===== config.mk =====
export PLATFORM = sky130hd
export DESIGN_NAME = mcopy_engine
export DESIGN_NICKNAME = d
export VERILOG_FILES = /design/src/rtl/mcopy_pkg.sv /design/src/rtl/mcopy_addr_ctr.sv /design/src/rtl/mcopy_seq.sv /design/src/rtl/mcopy_engine.sv
export SDC_FILE = /design/constraint.sdc
export NUM_CORES = 1
export LEC_CHECK = 0
export ABC_AREA = 1
export BUFFER_PORTS_ARGS = -buffer_cell sky130_fd_sc_hd__buf_4
export CAP_MARGIN = 20
export CORE_MARGIN = 1
export CORE_UTILIZATION = 50
export CTS_CLUSTER_SIZE = 12
export DETAILED_ROUTE_END_ITERATION = 7
export HOLD_SLACK_MARGIN = 0.1
export PLACE_DENSITY = 0.73
export SLEW_MARGIN = 40
export SYNTH_ARGS = -nofsm -noshare
export SYNTH_HDL_FRONTEND = slang
export SYNTH_SLANG_ARGS = --single-unit

===== constraint.sdc =====
create_clock -name clk -period 2.45 [get_ports clk]
set_input_delay 0.245 -clock clk [delete_from_list [all_inputs] [get_ports clk]]
set_output_delay 0.245 -clock clk [all_outputs]
set_load 0.02 [all_outputs]

===== src/rtl/mcopy_pkg.sv =====
package mcopy_pkg;
   typedef enum logic [1:0] {
      ST_IDLE  = 2'd0,
      ST_READ  = 2'd1,
      ST_WRITE = 2'd2,
      ST_FIN   = 2'd3
   } mc_state_t;

   localparam int unsigned BYTE_W = 8;
endpackage


===== src/rtl/mcopy_addr_ctr.sv =====
module mcopy_addr_ctr #(
   parameter int unsigned AW      = 16,
   parameter bit          HOLD_EN = 1'b0
) (
   input  logic          clk,
   input  logic          rst_n,
   input  logic          load,
   input  logic [AW-1:0] load_val,
   input  logic          dec_in,
   input  logic          hold_in,
   input  logic          step,
   output logic [AW-1:0] addr
);
   localparam logic [AW-1:0] ONE = AW'(1);

   logic dec_q;
   logic hold_eff;

   generate
      if (HOLD_EN) begin : g_hold
         logic hold_q;
         always_ff @(posedge clk or negedge rst_n) begin
            if (!rst_n)    hold_q <= 1'b0;
            else if (load) hold_q <= hold_in;
         end
         assign hold_eff = hold_q;
      end else begin : g_nohold
         logic unused_hold;
         assign unused_hold = hold_in;
         assign hold_eff    = 1'b0;
      end
   endgenerate

   always_ff @(posedge clk or negedge rst_n) begin
      if (!rst_n) begin
         addr  <= '0;
         dec_q <= 1'b0;
      end else if (load) begin
         addr  <= load_val;
         dec_q <= dec_in;
      end else if (step && !hold_eff) begin
         addr  <= dec_q ? addr - ONE : addr + ONE;
      end
   end
endmodule


===== src/rtl/mcopy_seq.sv =====
module mcopy_seq
   import mcopy_pkg::*;
#(
   parameter int unsigned CW = 16
) (
   input  logic          clk,
   input  logic          rst_n,
   input  logic          start,
   input  logic [CW-1:0] count_in,
   input  logic          abort,
   output logic          load,
   output logic          step,
   output logic          rd,
   output logic          wr,
   output logic          busy,
   output logic          done
);
   localparam logic [CW-1:0] ONE = CW'(1);

   mc_state_t     state_q;
   mc_state_t     state_d;
   logic [CW-1:0] cnt_q;
   logic          abort_q;
   logic          last_byte;

   assign load      = (state_q == ST_IDLE) && start;
   assign rd        = (state_q == ST_READ);
   assign wr        = (state_q == ST_WRITE);
   assign step      = wr;
   assign busy      = rd || wr;
   assign done      = (state_q == ST_FIN);
   assign last_byte = (cnt_q == ONE) || abort_q || abort;

   always_comb begin
      state_d = state_q;
      unique case (state_q)
         ST_IDLE:  if (start) state_d = (count_in == '0) ? ST_FIN : ST_READ;
         ST_READ:  state_d = ST_WRITE;
         ST_WRITE: state_d = last_byte ? ST_FIN : ST_READ;
         ST_FIN:   state_d = ST_IDLE;
         default:  state_d = ST_IDLE;
      endcase
   end

   always_ff @(posedge clk or negedge rst_n) begin
      if (!rst_n) begin
         state_q <= ST_IDLE;
         cnt_q   <= '0;
         abort_q <= 1'b0;
      end else begin
         state_q <= state_d;
         if (load) begin
            cnt_q   <= count_in;
            abort_q <= 1'b0;
         end else begin
            if (step)         cnt_q   <= cnt_q - ONE;
            if (busy && abort) abort_q <= 1'b1;
         end
      end
   end
endmodule


===== src/rtl/mcopy_engine.sv =====
module mcopy_engine
   import mcopy_pkg::*;
#(
   parameter int unsigned ADDR_W = 16,
   parameter int unsigned CNT_W  = 16
) (
   input  logic              clk,
   input  logic              rst_n,
   input  logic              start,
   input  logic [ADDR_W-1:0] src_addr_in,
   input  logic [ADDR_W-1:0] dst_addr_in,
   input  logic [CNT_W-1:0]  count_in,
   input  logic              src_dec,
   input  logic              dst_dec,
   input  logic              src_hold,
   input  logic              abort,
   input  logic [7:0]        mem_rdata,
   output logic [ADDR_W-1:0] mem_addr,
   output logic              mem_rd,
   output logic              mem_wr,
   output logic [7:0]        mem_wdata,
   output logic              busy,
   output logic              done
);
   generate
      if (ADDR_W < 2 || ADDR_W > 32) begin : g_bad_aw
         $error("mcopy_engine: ADDR_W out of range");
      end
      if (CNT_W < 1 || CNT_W > 32) begin : g_bad_cw
         $error("mcopy_engine: CNT_W out of range");
      end
      if (BYTE_W != 8) begin : g_bad_bw
         $error("mcopy_engine: staging register must be one byte");
      end
   endgenerate

   logic              load, step;
   logic [ADDR_W-1:0] src_addr, dst_addr;
   logic [7:0]        stage_q;

   mcopy_seq #(.CW(CNT_W)) u_seq (
      .clk(clk), .rst_n(rst_n), .start(start), .count_in(count_in),
      .abort(abort), .load(load), .step(step), .rd(mem_rd), .wr(mem_wr),
      .busy(busy), .done(done)
   );

   mcopy_addr_ctr #(.AW(ADDR_W), .HOLD_EN(1'b1)) u_src (
      .clk(clk), .rst_n(rst_n), .load(load), .load_val(src_addr_in),
      .dec_in(src_dec), .hold_in(src_hold), .step(step), .addr(src_addr)
   );

   mcopy_addr_ctr #(.AW(ADDR_W), .HOLD_EN(1'b0)) u_dst (
      .clk(clk), .rst_n(rst_n), .load(load), .load_val(dst_addr_in),
      .dec_in(dst_dec), .hold_in(1'b0), .step(step), .addr(dst_addr)
   );

   always_ff @(posedge clk or negedge rst_n) begin
      if (!rst_n)      stage_q <= '0;
      else if (mem_rd) stage_q <= mem_rdata;
   end

   assign mem_addr  = mem_wr ? dst_addr : src_addr;
   assign mem_wdata = stage_q;
endmodule


## Word-level counts from Yosys, hierarchy flattened

Cells that the tools add are included.

| operators by class | value |
|---|---|
| multiplexer cells | 15 |
| reduce and logical (&&, ||, !) cells | 12 |
| eq/ne operators | 5 |
| add/sub/neg operators | 5 |

Operator list:

| cell | number |
|---|---|
| $mux 16 | 9 |
| $sub 16x1->16 const B | 3 |
| $add 16x1->16 const B | 2 |
| $eq 16x1->1 const B | 1 |
| $logic_not 16->1 | 1 |
| $pmux 2 s4 | 1 |
| $mux 2 | 3 |
| $reduce_bool 2->1 | 3 |
| $eq 2x2->1 const B | 2 |
| $logic_and 1x1->1 | 3 |
| $logic_or 1x1->1 | 3 |
| $eq 2x1->1 const B | 1 |
| $logic_not 2->1 | 1 |
| $mux 1 | 2 |
| $ne 2x2->1 const B | 1 |
| $logic_not 1->1 | 1 |

| word-level totals | value |
|---|---|
| flip-flop bits (word level) | 62 |
| output and inout bits | 28 |
| bits of input ports | 63 |

## Longest topological paths before layout

Gate-level depths: netlist of the first run.

| depth | value |
|---|---|
| word-level depth | 5 |
| depth in mapped cells | 13 |
| gate-level depth less buffers | 13 |

## By module

Synthesis of the first run repeated with hierarchy kept, for this count alone.

| unflattened totals | value |
|---|---|
| cells, all modules | 805 |
| area, all modules | 5,370.2 um2 |

By module, submodules not included:

| module | cells an instance | area each (um2) | instances |
|---|---|---|---|
| mcopy_addr_ctr (u_src) | 285 | 1,725.4 | 1 |
| mcopy_addr_ctr (u_dst) | 244 | 1,637.8 | 1 |
| mcopy_seq | 189 | 1,460.2 | 1 |
| mcopy_engine | 87 | 546.8 | 1 |

## Worst setup path before layout of the first run

OpenSTA, ideal clock, no wires.

| path | value |
|---|---|
| path kind | register to output |
| from | register u_seq.state_q[0] |
| to | output port mem_addr[14] |
| path buffers | 2 |
| required time | 2.205 ns |
| path slack | 0.456 ns |
| cell stages (with the launch flop) | 7 |
| data arrival time | 1.749 ns |
| path through | dfrtp_1 > inv_1 > ha_1 > buf_4 > inv_2 > clkbuf_1 > o21ai_0 |

| between the ends | value |
|---|---|
| longest elaborated chain between the ends | 2 |

RTL lines:

| item | line | RTL |
|---|---|---|
| start: declaration | mcopy_seq.sv:20 | `mc_state_t state_q;` |
| start signal: assignment | mcopy_seq.sv:51 | `state_q <= state_d;` |
| $eq 2x2->1 | mcopy_seq.sv:28 | `assign wr = (state_q == ST_WRITE);` |
| named net mem_wr | mcopy_engine.sv:20 | `output logic mem_wr,` |
| $mux 16 | mcopy_engine.sv:62 | `assign mem_addr = mem_wr ? dst_addr : src_addr;` |
| end: declaration | mcopy_engine.sv:18 | `output logic [ADDR_W-1:0] mem_addr,` |

The timed path passes the listed nets, and every way through them passes these cells.

## Worst setup path after layout of the first run

| path | value |
|---|---|
| from | register u_src.dec_q |
| to | register u_src.addr[7] |

| between the ends | value |
|---|---|
| longest elaborated chain between the ends | 3 |

RTL lines:

| item | line | RTL |
|---|---|---|
| start: declaration | mcopy_addr_ctr.sv:16 | `logic dec_q;` |
| start signal: assignment | mcopy_addr_ctr.sv:40 | `dec_q <= dec_in;` |
| $mux 16 | mcopy_addr_ctr.sv:42 | `addr <= dec_q ? addr - ONE : addr + ONE;` |
| $mux 16 | mcopy_addr_ctr.sv:41 | `end else if (step && !hold_eff) begin` |
| $mux 16 | mcopy_addr_ctr.sv:38 | `end else if (load) begin` |
| end signal: assignment | mcopy_addr_ctr.sv:39 | `addr <= load_val;` |
| end signal: assignment | mcopy_addr_ctr.sv:42 |  |
| end: declaration | mcopy_addr_ctr.sv:12 | `output logic [AW-1:0] addr` |

No other way between the ends. The select of a mux whose other input is x is not followed.
A chain may end at the register's enable or synchronous reset.

==> results of run 1 <==
==> power groups by stage <==
stage	Clock, mW	Sequential [mW]	Combinational, mW
final	1.10	2.07	6.53
after floorplan	0	2.00	4.77
after CTS	1.12	2.07	6.50
after global routing	1.16	2.13	7.43
after global placement	0	2.06	6.34
after detailed placement	0	2.08	6.46
==> final timing paths <==
kind | startpoint | cells past startpoint | slack [ns] | end
hold reg to reg | mem_wdata[6] | 2 | 0.48 | mem_wdata[6]
setup / recovery | u_src.dec_q | 9 | 0.30 | u_src.addr[7]
min in group asynchronous | rst_n | 2 | 0.45 | u_dst.addr[6]
hold / removal | mem_rdata[2] | 3 | 0.12 | mem_wdata[2]
max in group asynchronous | rst_n | 2 | 1.57 | u_dst.addr[14]
setup reg to reg | u_src.dec_q | 9 | 0.30 | u_src.addr[7]
==> critical path, delay by kind of cell (launching register included) <==
family          cells  cell delay [ns]
flops               1             0.76
fa+ha+maj           1             0.41
simple gates        4             0.38
compound gates      2             0.22
xor+xnor            1             0.18
buf+inv             1             0.06
==> area by class of cell <==
class | count | area, um^2 | area share, %
Tap cell | 133 | 166 | 2.71
Clock inverter | 3 | 65.1 | 1.06
Multi-Input combinational cell | 562 | 2960 | 48.2
Timing Repair Buffer | 110 | 857 | 14.0
Inverter | 97 | 367 | 5.97
Clock buffer | 13 | 169 | 2.75
Sequential cell | 62 | 1550 | 25.3
==> metrics by stage <==
step	worst slack, ns	instances	cell area, um^2	power [mW]	hold slack (ns)
final	0.303	980	6140	9.70	0.120
after CTS	0.314	980	6130	9.69	0.106
after floorplan	0.456	741	4990	6.77	-0.0506
after global routing	0.137	980	6140	10.7	0.108
after global placement	0.419	953	5790	8.41	0.395
after detailed placement	0.330	953	5790	8.54	0.412
==> routing by layer <==
metal	routed length [um]	share of wire [%]	up-vias	track usage, %
li1	-	-	2591	-
met1	6470	46	2301	38.1
met2	6340	45	158	47.8
met3	908	6.5	19	6.22
met4	262	1.9	0	6.81
met5	0	0	-	0
==> sequential cells by signal, summed over array words and instances (netlist names) <==
register / cells
mem_wdata: 8
u_dst.addr: 16
u_dst.dec_q: 1
u_seq.abort_q: 1
u_seq.cnt_q: 16
u_seq.state_q: 2
u_src.addr: 16
u_src.dec_q: 1
u_src.g_hold.hold_q: 1
==> logic make-up after synthesis <==
family | count (synthesis) | synth area share (%)
DFF | 62 | 31.1
buffers and inverters | 117 | 9.51
and+or+nand+nor | 407 | 34.9
xor gates and xnor gates | 19 | 3.34
adders and majority gates | 37 | 9.59
AOI/OAI and AO/OA | 99 | 11.5
==> cell usage after synthesis (5+ instances only) <==
master,number
nand2_1,267
nand3_1,60
dfrtp_1,62
ha_1,35
a21oi_1,31
buf_2,5
clkbuf_1,6
nand4_1,5
or2_2,8
xor2_1,10
inv_1,91
nor3_1,5
nor2_1,42
o211ai_1,7
o221ai_1,8
o21ai_0,39
xnor2_1,9
==> what timing repair did <==
| action | 4_1_cts | 5_1_grt |
|---|---|---|
| endpoints found under the hold margin | 72 | 0 |
| buffers inserted | 0 | 0 |
| hold buffers | 11 | 0 |
==> layout by cell type, fill, tap and decap left out, types with 2 or more instances in the layout <==
| cell | n |
|---|---|
| nor2_4 | 3 |
| nor2_2 | 4 |
| ha_1 | 35 |
| xnor2_1 | 9 |
| o21ai_0 | 39 |
| o221ai_1 | 8 |
| nor3_1 | 5 |
| inv_1 | 91 |
| o21bai_1 | 2 |
| fa_1 | 2 |
| nand2_2 | 3 |
| nand3_1 | 60 |
| nand2_4 | 2 |
| xor2_1 | 10 |
| nor2_1 | 42 |
| or2_2 | 8 |
| buf_4 | 98 |
| nand4_1 | 5 |
| nand3b_1 | 2 |
| inv_2 | 4 |
| bufinv_16 | 2 |
| dlygate4sd3_1 | 11 |
| nand2_1 | 267 |
| clkbuf_8 | 12 |
| a31oi_1 | 4 |
| dfrtp_1 | 62 |
| nand3_2 | 2 |
| a21oi_1 | 31 |
| o211ai_1 | 7 |
| nor4_1 | 2 |
| o21ai_1 | 2 |
==> results.py, run 1 <==
metrics = {
    "pwr": {
        "ir_worst_vdd_mv": 0.767,
        "p_per_area_nw_per_um2": 1580,
        "p_switching_mw": 5.03,
        "seq_power_share_pct": 21.3,
        "p_sw_share_pct": 51.8,
        "p_int_mw": 4.67,
        "p_comb_share_pct": 67.3,
        "power.leakage_nw": 3.38,
        "clockPowerShare_pct": 11.3,
    },
    "yosys": {
        "synth_largest_area_cell": "dfrtp_1",
        "syn-num-nets": 841,
        "ys_async_sr_fraction_pct": 100,
        "yosysUniqueCellTypes": 42,
        "ys_top_cells_by_area": "dfrtp_1, nand2_1, ha_1",
        "synthCells": 741,
        "syn_area_um2": 4990,
        "ys_warn_count": 0,
        "synth.avg_cell_area_um2": 6.73,
        "seq_area_frac_synth_pct": 31.1,
        "synth-seq-cells": 62,
        "synth_top_area_share_pct": 31.1,
        "synth_edf_count": 0,
        "dominantRegCellSynth": "dfrtp_1",
    },
    "clock_tree": {
        "tritoncts": "done",
        "root_buffer": "clkbuf_8",
        "clkSinkCount": 62,
        "clkSlewWorstSetupHoldPaths_ns": 0.07,
        "cts_buffer_depth": 2,
        "cts_resized": 0,
        "insertion_delay_ns": 0.35,
        "cts_buffers": 9,
        "htreeDepth": 3,
    },
    "critical_path": {
        "startpoint_type": "flip-flop",
        "critPathSlowestCell": "dfrtp_1",
        "cp-end-kind": "flip-flop",
        "crit_type": "flip-flop to flip-flop",
        "crit_top_cell": "nand2_1",
        "slowest_delay_ns": 0.76,
        "crit_arrival_ns": 2.37,
        "cp.required_ns": 2.67,
        "cp_cell_sequence": "ha_1 -> nand2_1 -> inv_1 -> a21oi_1 -> nand2_1 -> xnor2_1 -> nand2_1 -> nand3_1 -> o21ai_0",
        "crit_fanout": 17,
    },
    "sta": {
        "slew_headroom_pct": 57.3,
        "fin_crit_sh_pct": 87.6,
        "clock_skew_ns": 0.00966,
        "period_minus_slack_ns": 2.15,
        "setup_tns_ns": 0,
        "fmax_ghz": 0.466,
        "final_max_slew_viol_count": 0,
        "tightest_slew_ns": 0.641,
        "setup_violations": 0,
        "final-hold-violation-count": 0,
        "rsz0062_at_grt": "false",
    },
    "drt": {
        "firstDrtPassIters": 8,
        "vias_per_cell": 5.17,
        "routed-via-count": 5069,
        "wl_um": 14000,
        "drtIter0Drc": 253,
        "wl_per_cell_um": 14.3,
        "drc": 0,
        "ant_nets": 0,
    },
    "min_path": {
        "holdCritPathClass": "input pin to flip-flop",
    },
    "run": {
        "maxCapViolCount": 0,
    },
    "final_layout": {
        "layout-drive-gt1-share_pct": 17.0,
        "diodes": 0,
        "utilization_pct": 63.1,
        "nNetsFinal": 942,
        "fill_cells": 912,
        "syn_to_final_growth_pct": 23.1,
    },
    "global_routing": {
        "track_usage_pct": 28.7,
        "antenna_found_initial": 0,
        "overflow": 0,
        "grt_pass1_wl_um": 23100,
        "grt_max_degree": 63,
        "first_global_vias": 4838,
    },
    "floorplanning": {
        "die-area_um2": 10400,
        "rows": 36,
        "top_level_ports": 91,
        "die_y_um": 102,
        "start_util_pct": 51.2,
        "die_x_um": 102,
        "core_um2": 9730,
    },
    "placed_design": {
        "dp_hpwl_um": 10400,
        "io_buffers": 90,
        "finalWeightedCongestion": 0.939,
    },
    "outcome": {
        "status": "finished clean",
    },
}
Power figures use the tool's default switching activity.
==> run 2: changes to the inputs <==
--- a/config.mk
+++ b/config.mk
@@ -10,11 +10,13 @@
 export CAP_MARGIN = 20
 export CORE_MARGIN = 1
 export CORE_UTILIZATION = 50
+export CTS_BUF_LIST = sky130_fd_sc_hd__clkbuf_4 sky130_fd_sc_hd__clkbuf_8
 export CTS_CLUSTER_SIZE = 12
 export DETAILED_ROUTE_END_ITERATION = 7
 export HOLD_SLACK_MARGIN = 0.1
-export PLACE_DENSITY = 0.73
+export PLACE_DENSITY = 0.72
 export SLEW_MARGIN = 40
 export SYNTH_ARGS = -nofsm -noshare
 export SYNTH_HDL_FRONTEND = slang
+export SYNTH_HIERARCHICAL = 1
 export SYNTH_SLANG_ARGS = --single-unit
==> run 2 against run 1 <==
  * Register-to-register slack got worse by 0.04 ns
  * Design area increased by 4.8%
  * Core utilization decreased by 1.1 points
  * Critical path type unchanged
  * Final cell count increased by 6.5%
==> results.py, run 2 <==
metrics = {
    "outcome": {
        "status": "finished clean",
    },
    "final_layout": {
        "layout_commonest_cell": "nand2_1",
        "fin_area_um2": 6430,
        "layout_common_cells": "nand2_1, inv_1, buf_4",
        "utilization_pct": 62.0,
        "stdcell_count": 1044,
        "fill_cells": 1009,
        "reg_top3": "u_dst/addr: 16 flops, u_seq/cnt_q: 16 flops, u_src/addr: 16 flops",
        "diodes": 0,
        "syn_to_final_growth_pct": 19.8,
        "nNetsFinal": 1003,
        "layout-drive-gt1-share_pct": 18.8,
    },
    "sta": {
        "setup_tns_ns": 0,
        "fmax_ghz": 0.458,
        "finalWorstSetupSlack_ns": 0.264,
        "slew_headroom_pct": 58.4,
        "tightest_slew_ns": 0.624,
        "period_minus_slack_ns": 2.19,
        "clock_skew_ns": 0.00830,
        "final-hold-violation-count": 0,
        "fin_crit_sh_pct": 89.2,
        "hold_slack_ns": 0.112,
        "rsz0062_at_grt": "false",
        "final_max_slew_viol_count": 0,
        "setup_violations": 0,
    },
    "critical_path": {
        "crit_arrival_ns": 2.41,
        "crit_type": "flip-flop to flip-flop",
        "startpoint_type": "flip-flop",
        "crit_fanout": 25,
        "cp-end-kind": "flip-flop",
        "cp.required_ns": 2.67,
    },
    "floorplanning": {
        "top_level_ports": 91,
        "die_x_um": 106,
        "rows": 37,
        "core_um2": 10400,
        "die_y_um": 106,
        "start_util_pct": 51.7,
        "die-area_um2": 11200,
    },
    "pwr": {
        "power_mw": 10.3,
        "p_comb_share_pct": 69.2,
        "power.leakage_nw": 3.58,
        "p_int_mw": 4.84,
        "ir_worst_vdd_mv": 0.679,
        "seq_power_share_pct": 20.7,
        "p_per_area_nw_per_um2": 1600,
        "clockPowerShare_pct": 10.1,
        "p_switching_mw": 5.46,
        "p_sw_share_pct": 53.0,
    },
    "drt": {
        "drc": 0,
        "wl_per_cell_um": 13.5,
        "routed-via-count": 5371,
        "wl_um": 14100,
        "drtIter0Drc": 224,
        "ant_nets": 0,
        "firstDrtPassIters": 4,
        "vias_per_cell": 5.14,
    },
    "clock_tree": {
        "root_buffer": "clkbuf_8",
        "clkSinkCount": 62,
        "cts_buffers": 9,
        "cts_setup_buffers": 0,
        "cts_buffer_depth": 2,
        "insertion_delay_ns": 0.35,
        "htreeDepth": 3,
        "tritoncts": "done",
        "clkSlewWorstSetupHoldPaths_ns": 0.07,
    },
    "placed_design": {
        "dp_hpwl_um": 10800,
        "io_buffers": 90,
        "post-place-cells": 1019,
        "dp_slack_ns": 0.234,
        "place_area_um2": 6110,
        "finalWeightedCongestion": 0.920,
    },
    "global_routing": {
        "overflow": 0,
        "grt_max_degree": 63,
        "track_usage_pct": 27.1,
        "grt_pass1_wl_um": 24100,
        "antenna_found_initial": 0,
        "first_global_vias": 5179,
    },
    "yosys": {
        "synthCells": 804,
        "syn_area_um2": 5370,
        "syn-num-nets": 904,
        "synth.avg_cell_area_um2": 6.67,
        "ys_warn_count": 6,
    },
    "run": {
        "maxCapViolCount": 0,
    },
    "min_path": {
        "holdCritPathClass": "input pin to flip-flop",
    },
}
## run 2: area by class of cell
cell class | count | area (um^2) | area share, %
multi-input cells | 610 | 3220 | 50.1
flip-flops and latches | 62 | 1550 | 24.1
repair buffers | 102 | 792 | 12.3
inverters | 118 | 467 | 7.26
well taps | 136 | 170 | 2.65
clock buffers | 11 | 145 | 2.26
clock inverters | 5 | 82.6 | 1.28
## run 2: metal layers
metal / GRT usage [%] / routed length [um]
met5: 0 / 0
met4: 6.85 / 208
met3: 3.59 / 756
met2: 45.0 / 6580
met1: 37.3 / 6530
## run 2: power groups by stage
| stage | Sequential [mW] | Combinational (mW) | Clock [mW] |
|---|---|---|---|
| after detailed placement | 2.14 | 7.04 | 0 |
| after CTS | 2.12 | 7.09 | 1.07 |
| after global routing | 2.20 | 8.10 | 1.11 |
| final | 2.14 | 7.12 | 1.04 |
| after floorplan | 2.03 | 5.43 | 0 |
| after global placement | 2.12 | 6.88 | 0 |
## run 2: final timing paths
check | startpoint | slack, ns | depth (start not counted) | to
max in group asynchronous | rst_n | 1.57 | 2 | u_seq/cnt_q[7]
setup reg to reg | u_seq/state_q[1] | 0.26 | 10 | u_src/addr[8]
hold / removal | mem_rdata[7] | 0.11 | 3 | mem_wdata[7]
min in group asynchronous | rst_n | 0.43 | 2 | u_seq/state_q[1]
hold reg to reg | mem_wdata[0] | 0.48 | 2 | mem_wdata[0]
setup / recovery | u_seq/state_q[1] | 0.26 | 10 | u_src/addr[8]
## run 2: timing repair
item,in CTS,in global routing
setup endpoints to repair,0,1
gates resized for setup,0,2
endpoints found under the hold margin,70,0
hold buffers,9,0
## run 2: critical path, stage by stage, from the launching register on
cell and delay [ns]:
dfrtp_1 0.42, inv_1 0.10, ha_1 0.25, nand2_4 0.17
inv_6 0.13, inv_4 0.26, nand2_2 0.23, inv_4 0.21
nor2_1 0.05, o21ai_1 0.14, nand2_1 0.07
